[src/rtl/xfc_pkg.sv]
package xfc_pkg;
    typedef enum logic [1:0] {FS_IDLE, FS_HOLD, FS_SPILL} filt_st_t;
    typedef enum logic       {LS_RUN, LS_HALTED}         lvl_st_t;
    typedef enum logic [1:0] {TS_IDLE, TS_FLOW1, TS_FLOW2} tx_st_t;
    typedef enum logic       {FC_XON = 1'b0, FC_XOFF = 1'b1} fc_kind_t;
endpackage

[src/rtl/xfc_rx_filter.sv]
module xfc_rx_filter
    import xfc_pkg::*;
#(
    parameter int DATA_W = 8
) (
    input  logic              clk,
    input  logic              rst_n,
    input  logic              cfg_en,
    input  logic              cfg_dual,
    input  logic [DATA_W-1:0] cfg_xon1,
    input  logic [DATA_W-1:0] cfg_xon2,
    input  logic [DATA_W-1:0] cfg_xoff1,
    input  logic [DATA_W-1:0] cfg_xoff2,
    input  logic              rx_valid,
    input  logic [DATA_W-1:0] rx_data,
    output logic              out_valid,
    output logic [DATA_W-1:0] out_data,
    output logic              remote_paused
);
    filt_st_t          st_q, st_d;
    fc_kind_t          kind_q, kind_d;
    logic [DATA_W-1:0] held_q, held_d;
    logic [DATA_W-1:0] spill_q, spill_d;
    logic [DATA_W-1:0] od_d;
    logic              ov_d, pause_d;
    logic              hit_off, hit_on, second_ok;

    assign hit_off   = (rx_data == cfg_xoff1);
    assign hit_on    = (rx_data == cfg_xon1);
    assign second_ok = (kind_q == FC_XOFF) ? (rx_data == cfg_xoff2)
                                           : (rx_data == cfg_xon2);

    always_comb begin
        st_d    = st_q;
        kind_d  = kind_q;
        held_d  = held_q;
        spill_d = spill_q;
        ov_d    = 1'b0;
        od_d    = out_data;
        pause_d = remote_paused;
        if (!cfg_en) begin
            st_d    = FS_IDLE;
            pause_d = 1'b0;
            ov_d    = rx_valid;
            if (rx_valid) od_d = rx_data;
        end else begin
            unique case (st_q)
                FS_IDLE: begin
                    if (rx_valid) begin
                        if (hit_off || hit_on) begin
                            if (cfg_dual) begin
                                st_d   = FS_HOLD;
                                held_d = rx_data;
                                kind_d = hit_off ? FC_XOFF : FC_XON;
                            end else begin
                                pause_d = hit_off;
                            end
                        end else begin
                            ov_d = 1'b1;
                            od_d = rx_data;
                        end
                    end
                end
                FS_HOLD: begin
                    if (rx_valid) begin
                        if (second_ok) begin
                            pause_d = (kind_q == FC_XOFF);
                            st_d    = FS_IDLE;
                        end else begin
                            ov_d    = 1'b1;
                            od_d    = held_q;
                            spill_d = rx_data;
                            st_d    = FS_SPILL;
                        end
                    end
                end
                FS_SPILL: begin
                    ov_d = 1'b1;
                    od_d = spill_q;
                    st_d = FS_IDLE;
                end
                default: st_d = FS_IDLE;
            endcase
        end
    end

    always_ff @(posedge clk or negedge rst_n) begin
        if (!rst_n) st_q <= FS_IDLE;
        else        st_q <= st_d;
    end

    always_ff @(posedge clk or negedge rst_n) begin
        if (!rst_n) begin
            kind_q        <= FC_XON;
            held_q        <= '0;
            spill_q       <= '0;
            out_valid     <= 1'b0;
            out_data      <= '0;
            remote_paused <= 1'b0;
        end else begin
            kind_q        <= kind_d;
            held_q        <= held_d;
            spill_q       <= spill_d;
            out_valid     <= ov_d;
            out_data      <= od_d;
            remote_paused <= pause_d;
        end
    end


    disabled_clears_chk: assert property (@(posedge clk) disable iff (!rst_n)
        !cfg_en |=> !remote_paused);


    spill_after_hold_chk: assert property (@(posedge clk) disable iff (!rst_n)
        (st_q == FS_SPILL) |-> ($past(st_q) == FS_HOLD));
endmodule

[src/rtl/xfc_lvl_monitor.sv]
module xfc_lvl_monitor
    import xfc_pkg::*;
#(
    parameter int LVL_W = 8
) (
    input  logic             clk,
    input  logic             rst_n,
    input  logic             cfg_en,
    input  logic [LVL_W-1:0] fifo_level,
    input  logic [LVL_W-1:0] cfg_hi_thr,
    input  logic [LVL_W-1:0] cfg_lo_thr,
    input  logic             busy,
    output logic             go,
    output fc_kind_t         go_kind
);
    lvl_st_t  st_q, st_d;
    fc_kind_t kind_d;
    logic     go_d;

    always_comb begin
        st_d   = st_q;
        go_d   = 1'b0;
        kind_d = go_kind;
        if (!cfg_en) begin
            st_d = LS_RUN;
        end else if (!go && !busy) begin
            unique case (st_q)
                LS_RUN: begin
                    if (fifo_level > cfg_hi_thr) begin
                        st_d   = LS_HALTED;
                        go_d   = 1'b1;
                        kind_d = FC_XOFF;
                    end
                end
                LS_HALTED: begin
                    if (fifo_level < cfg_lo_thr) begin
                        st_d   = LS_RUN;
                        go_d   = 1'b1;
                        kind_d = FC_XON;
                    end
                end
                default: st_d = LS_RUN;
            endcase
        end
    end

    always_ff @(posedge clk or negedge rst_n) begin
        if (!rst_n) st_q <= LS_RUN;
        else        st_q <= st_d;
    end

    always_ff @(posedge clk or negedge rst_n) begin
        if (!rst_n) begin
            go      <= 1'b0;
            go_kind <= FC_XON;
        end else begin
            go      <= go_d;
            go_kind <= kind_d;
        end
    end


    one_go_per_change_chk: assert property (@(posedge clk) disable iff (!rst_n)
        go |-> (st_q != $past(st_q)));
endmodule

[src/rtl/xfc_tx_arb.sv]
module xfc_tx_arb
    import xfc_pkg::*;
#(
    parameter int DATA_W = 8
) (
    input  logic              clk,
    input  logic              rst_n,
    input  logic              cfg_dual,
    input  logic [DATA_W-1:0] cfg_xon1,
    input  logic [DATA_W-1:0] cfg_xon2,
    input  logic [DATA_W-1:0] cfg_xoff1,
    input  logic [DATA_W-1:0] cfg_xoff2,
    input  logic              go,
    input  fc_kind_t          go_kind,
    input  logic              remote_paused,
    input  logic              dat_valid,
    input  logic [DATA_W-1:0] dat_byte,
    output logic              dat_ready,
    output logic              tx_req,
    output logic [DATA_W-1:0] tx_byte,
    input  logic              tx_ack,
    output logic              busy
);
    tx_st_t   st_q, st_d;
    fc_kind_t kind_q, kind_d;

    always_comb begin
        st_d   = st_q;
        kind_d = kind_q;
        unique case (st_q)
            TS_IDLE: begin
                if (go) begin
                    st_d   = TS_FLOW1;
                    kind_d = go_kind;
                end
            end
            TS_FLOW1: if (tx_ack) st_d = cfg_dual ? TS_FLOW2 : TS_IDLE;
            TS_FLOW2: if (tx_ack) st_d = TS_IDLE;
            default:  st_d = TS_IDLE;
        endcase
    end

    always_ff @(posedge clk or negedge rst_n) begin
        if (!rst_n) begin
            st_q   <= TS_IDLE;
            kind_q <= FC_XON;
        end else begin
            st_q   <= st_d;
            kind_q <= kind_d;
        end
    end

    always_comb begin
        tx_req    = 1'b0;
        tx_byte   = dat_byte;
        dat_ready = 1'b0;
        unique case (st_q)
            TS_IDLE: begin
                tx_req    = dat_valid && !remote_paused && !go;
                dat_ready = tx_req && tx_ack;
            end
            TS_FLOW1: begin
                tx_req  = 1'b1;
                tx_byte = (kind_q == FC_XOFF) ? cfg_xoff1 : cfg_xon1;
            end
            TS_FLOW2: begin
                tx_req  = 1'b1;
                tx_byte = (kind_q == FC_XOFF) ? cfg_xoff2 : cfg_xon2;
            end
            default: tx_req = 1'b0;
        endcase
    end

    assign busy = (st_q != TS_IDLE);


    flow_first_chk: assert property (@(posedge clk) disable iff (!rst_n)
        busy |-> !dat_ready);


    paused_no_data_chk: assert property (@(posedge clk) disable iff (!rst_n)
        dat_ready |-> !remote_paused);


    second_after_first_chk: assert property (@(posedge clk) disable iff (!rst_n)
        (st_q == TS_FLOW2) |-> ($past(st_q) != TS_IDLE));
endmodule

[src/rtl/xonxoff_flow_ctrl.sv]
module xonxoff_flow_ctrl
    import xfc_pkg::*;
#(
    parameter int DATA_W     = 8,
    parameter int FIFO_DEPTH = 128,
    localparam int LVL_W     = $clog2(FIFO_DEPTH + 1)
) (
    input  logic              clk,
    input  logic              rst_n,
    input  logic              cfg_en,
    input  logic              cfg_dual,
    input  logic [DATA_W-1:0] cfg_xon1,
    input  logic [DATA_W-1:0] cfg_xon2,
    input  logic [DATA_W-1:0] cfg_xoff1,
    input  logic [DATA_W-1:0] cfg_xoff2,
    input  logic [LVL_W-1:0]  cfg_hi_thr,
    input  logic [LVL_W-1:0]  cfg_lo_thr,
    input  logic [LVL_W-1:0]  fifo_level,
    input  logic              rx_valid,
    input  logic [DATA_W-1:0] rx_data,
    output logic              out_valid,
    output logic [DATA_W-1:0] out_data,
    output logic              remote_paused,
    input  logic              dat_valid,
    input  logic [DATA_W-1:0] dat_byte,
    output logic              dat_ready,
    output logic              tx_req,
    output logic [DATA_W-1:0] tx_byte,
    input  logic              tx_ack
);
    logic     go, busy;
    fc_kind_t go_kind;

    xfc_rx_filter #(.DATA_W(DATA_W)) u_filter (
        .clk(clk), .rst_n(rst_n), .cfg_en(cfg_en), .cfg_dual(cfg_dual),
        .cfg_xon1(cfg_xon1), .cfg_xon2(cfg_xon2),
        .cfg_xoff1(cfg_xoff1), .cfg_xoff2(cfg_xoff2),
        .rx_valid(rx_valid), .rx_data(rx_data),
        .out_valid(out_valid), .out_data(out_data),
        .remote_paused(remote_paused)
    );

    xfc_lvl_monitor #(.LVL_W(LVL_W)) u_monitor (
        .clk(clk), .rst_n(rst_n), .cfg_en(cfg_en),
        .fifo_level(fifo_level), .cfg_hi_thr(cfg_hi_thr), .cfg_lo_thr(cfg_lo_thr),
        .busy(busy), .go(go), .go_kind(go_kind)
    );

    xfc_tx_arb #(.DATA_W(DATA_W)) u_arb (
        .clk(clk), .rst_n(rst_n), .cfg_dual(cfg_dual),
        .cfg_xon1(cfg_xon1), .cfg_xon2(cfg_xon2),
        .cfg_xoff1(cfg_xoff1), .cfg_xoff2(cfg_xoff2),
        .go(go), .go_kind(go_kind), .remote_paused(remote_paused),
        .dat_valid(dat_valid), .dat_byte(dat_byte), .dat_ready(dat_ready),
        .tx_req(tx_req), .tx_byte(tx_byte), .tx_ack(tx_ack), .busy(busy)
    );
endmodule

[config.mk]
export PLATFORM = sky130hd
export DESIGN_NAME = xonxoff_flow_ctrl
export DESIGN_NICKNAME = d
export VERILOG_FILES = /design/src/rtl/xfc_pkg.sv /design/src/rtl/xfc_rx_filter.sv /design/src/rtl/xfc_lvl_monitor.sv /design/src/rtl/xfc_tx_arb.sv /design/src/rtl/xonxoff_flow_ctrl.sv
export SDC_FILE = /design/constraint.sdc
export NUM_CORES = 1
export LEC_CHECK = 0
export BUFFER_PORTS_ARGS = -buffer_cell sky130_fd_sc_hd__buf_2
export CORE_AREA = 2 2 81 83
export CTS_BUF_LIST = sky130_fd_sc_hd__clkbuf_16
export CTS_CLUSTER_SIZE = 24
export DETAILED_ROUTE_END_ITERATION = 12
export DIE_AREA = 0 0 83 85
export PLACE_DENSITY = 0.75
export SLEW_MARGIN = 20
export SYNTH_ARGS = -nofsm -noshare
export SYNTH_HDL_FRONTEND = slang
export SYNTH_SLANG_ARGS = --single-unit
[constraint.sdc]
create_clock -name clk -period 3 [get_ports clk]
set_clock_uncertainty 0.05 [all_clocks]
set_input_delay 0.3 -clock clk [delete_from_list [all_inputs] [get_ports clk]]
set_output_delay 0.3 -clock clk [all_outputs]
set_load 0.02 [all_outputs]
==> impl_metrics.yaml <==
run_status:
  outcome: "finished, final reports clean"
die:
  dieWidth_um: 83
  rows: 29
  start_util_pct: 47.4
  dieArea_mm2: 0.00706
  dieHeight_um: 85
  io_pins: 99
  core_area_mm2: 0.00620
final_layout:
  nNetsFinal: 495
  drive_gt1_share_pct: 38.7
  post-route-util_pct: 57.8
  syn2layout_area_growth_pct: 21.8
  fin_cells: 472
  fillers: 529
  multi_input_area_mm2: 0.00185
  n_antenna_cell: 0
  seqCellArea_um2: 876
placement:
  dp.cells: 464
  dp_hpwl_um: 5440
  port_buffers: 98
  gp_congestion: 0.876
synth:
  yosysTopAreaCell: "dfrtp_1"
  synthesis.yosys.warnings: 0
  syn_inst: 309
  synth.area.top_cells: "dfrtp_1 (30%), mux2_2 (16%), ha_1 (9.4%)"
  synth-seq-cells: 35
  synth_cell_types: 47
  avgSynthCellArea_um2: 9.52
  synthFlopType: "dfrtp_1"
  async_flop_share_pct: 100
  seq_area_frac_synth_pct: 29.8
  yosysTopAreaCellShare_pct: 29.8
  synth_edf_count: 0
  yosysMostFrequentCell: "mux2_2"
  synthesis.nets: 410
  syn_area_mm2: 0.00294
  synthTopCellsByCount: "mux2_2 (41), dfrtp_1 (35), inv_1 (27), ha_1 (22), nand2_1 (22)"
worst_setup_path:
  crit_chain: "mux2i_1 > xnor2_1 > nor4_4 > nand4_4 > o221ai_4 > mux2_2"
  rr_startpoint: "u_filter.kind_q"
  crit_path_start: "u_filter.kind_q"
  r2r_end: "u_filter.out_data[2]"
  rrSetupSlack_ns: 0.48
  crit_required_ns: 3.11
  startpoint_type: "flip-flop"
  r2r_cells: 6
  slowest_stage: "dfrtp_1"
  critical_path_arrival_ns: 2.63
  worstPathMaxFanout: 10
  slowest_delay_ns: 0.64
  worstSetupPathType: "flip-flop to flip-flop"
  end_kind: "flip-flop"
  crit_buf_inv: 0
  crit_family: "multiplexers"
route:
  wl_per_cell_um: 15.0
  antenna_left: 0
  drc: 0
  vias: 2607
  dr.pass1.iters: 4
  vias_per_cell: 5.52
  drt_iter0_drc: 139
  routed_wl_um: 7060
clock_network:
  postCtsSetupBuffers: 0
  cts_buffers: 5
  htree_levels: 2
  clk_pin_slew_worst_paths_ns: 0.06
  cts_hold_buf: 0
  clk_path_buf_depth: 2
  clock_latency_ns: 0.28
  tritoncts: "done"
  cts.sinks: 35
  cts_root_buffer: "clkbuf_16"
  post_cts_resized: 0
global_route:
  grt_use_total_pct: 20.2
  grt-ovfl-total: 0
  grt_pass1_vias: 2597
  grt_max_degree: 36
  grt_pass1_wl_um: 11700
  antenna_found_initial: 0
timing:
  timing.fmax_mhz: 397
  holdWs_ns: 0.0510
  tightest_slew_ns: 0.792
  slew_viol_final: 0
  fin_crit_sh_pct: 84.0
  layout_min_cycle_time_ns: 2.52
  fin_tns_setup_ns: 0
  setup_viol: 0
  rsz0062_at_grt: "no"
  final-hold-violation-count: 0
  max-slew-margin-rel_pct: 47.2
power_and_ir_drop:
  finalPower_mw: 2.01
  powerDensity_mw_per_mm2: 561
  p_leak_nw: 1.74
  peakVddDrop_uv: 308
job:
  drv_cap: 0
worst_hold_path:
  worstHoldPathType: "input port to asynchronous set/reset pin"
==> worst max path at each step <==
stage / to / slack [ns] / cells after the start
floorplan: u_filter.out_data[0] / 0.89 / 7
global placement: u_filter.out_data[2] / 0.57 / 6
detailed placement: u_filter.out_data[5] / 0.47 / 6
CTS: u_filter.out_data[5] / 0.46 / 6
global route: u_filter.out_data[2] / 0.32 / 6
finish: u_filter.out_data[2] / 0.48 / 6
==> metrics by stage <==
step | instance area [um^2] | setup WS (ns)
after global placement | 3420 | 0.574
after global routing | 3580 | 0.324
after detailed placement | 3420 | 0.470
final | 3580 | 0.481
after floorplan | 2940 | 0.891
after CTS | 3580 | 0.455
==> power by group <==
group	switching (mW)	leakage, nW	internal [mW]
sequential	0.0565	0.464	0.519
clock	0.195	0.0838	0.391
combinational	0.497	1.20	0.352
total	0.749	1.74	1.26
==> registers in the layout (all words and copies together), names as in the netlist <==
signal,cells
u_arb.kind_q,1
u_filter.st_q,2
u_monitor.st_q,1
u_filter.held_q,8
u_filter.out_valid,1
u_filter.remote_paused,1
u_arb.st_q,2
u_monitor.go,1
u_filter.spill_q,8
u_filter.kind_q,1
u_filter.out_data,8
u_monitor.go_kind,1
==> layout make-up <==
class	instances	area share, %
clock buffers	5	3.49
clock inverters	3	1.22
inverters	27	2.83
multi-input cells	227	51.7
flip-flops and latches	35	24.4
well taps	77	2.69
repair buffers	98	13.7
==> layout by cell type, fill, tap and decap left out, types with 4 or more instances in the layout <==
cell type  instances
ha_1              22
mux2i_1            8
o21ai_0           13
nand2_1           22
clkbuf_16          5
inv_1             27
buf_2             98
xnor2_1           14
dfrtp_1           35
nor2_1            15
a22oi_1           16
a21oi_1           16
xor2_1            10
a21o_1             6
nand3_1            5
a211oi_1           4
mux2_2            41
==> layer usage <==
| layer | track usage, % | vias to the layer above | share of wire (%) |
|---|---|---|---|
| met2 | 35.1 | 113 | 49 |
| met5 | 0 | - | 0 |
| met4 | 6.71 | 0 | 2.1 |
| li1 | - | 1264 | - |
| met3 | 4.47 | 10 | 6.9 |
| met1 | 25.0 | 1220 | 42 |
==> worst reg2reg max path: cells and delay by family, from the launching register on <==
kind	cells	cell delay (ns)
AOI/OAI and AO/OA	1	0.34
xor gates and xnor gates	1	0.13
DFF	1	0.64
muxes	2	0.68
and+or+nand+nor	2	0.57
==> kinds of logic after synthesis <==
family / Yosys count / synth area share, %
flip-flops: 35 / 29.8
buffers and inverters: 47 / 7.31
XOR/XNOR: 24 / 7.14
adder cells (fa/ha/maj): 22 / 9.35
AO/OA/AOI/OAI: 73 / 17.3
multiplexers: 49 / 18.4
AND/OR/NAND/NOR: 59 / 10.7
Note: power is estimated with default switching activity, not from simulation.
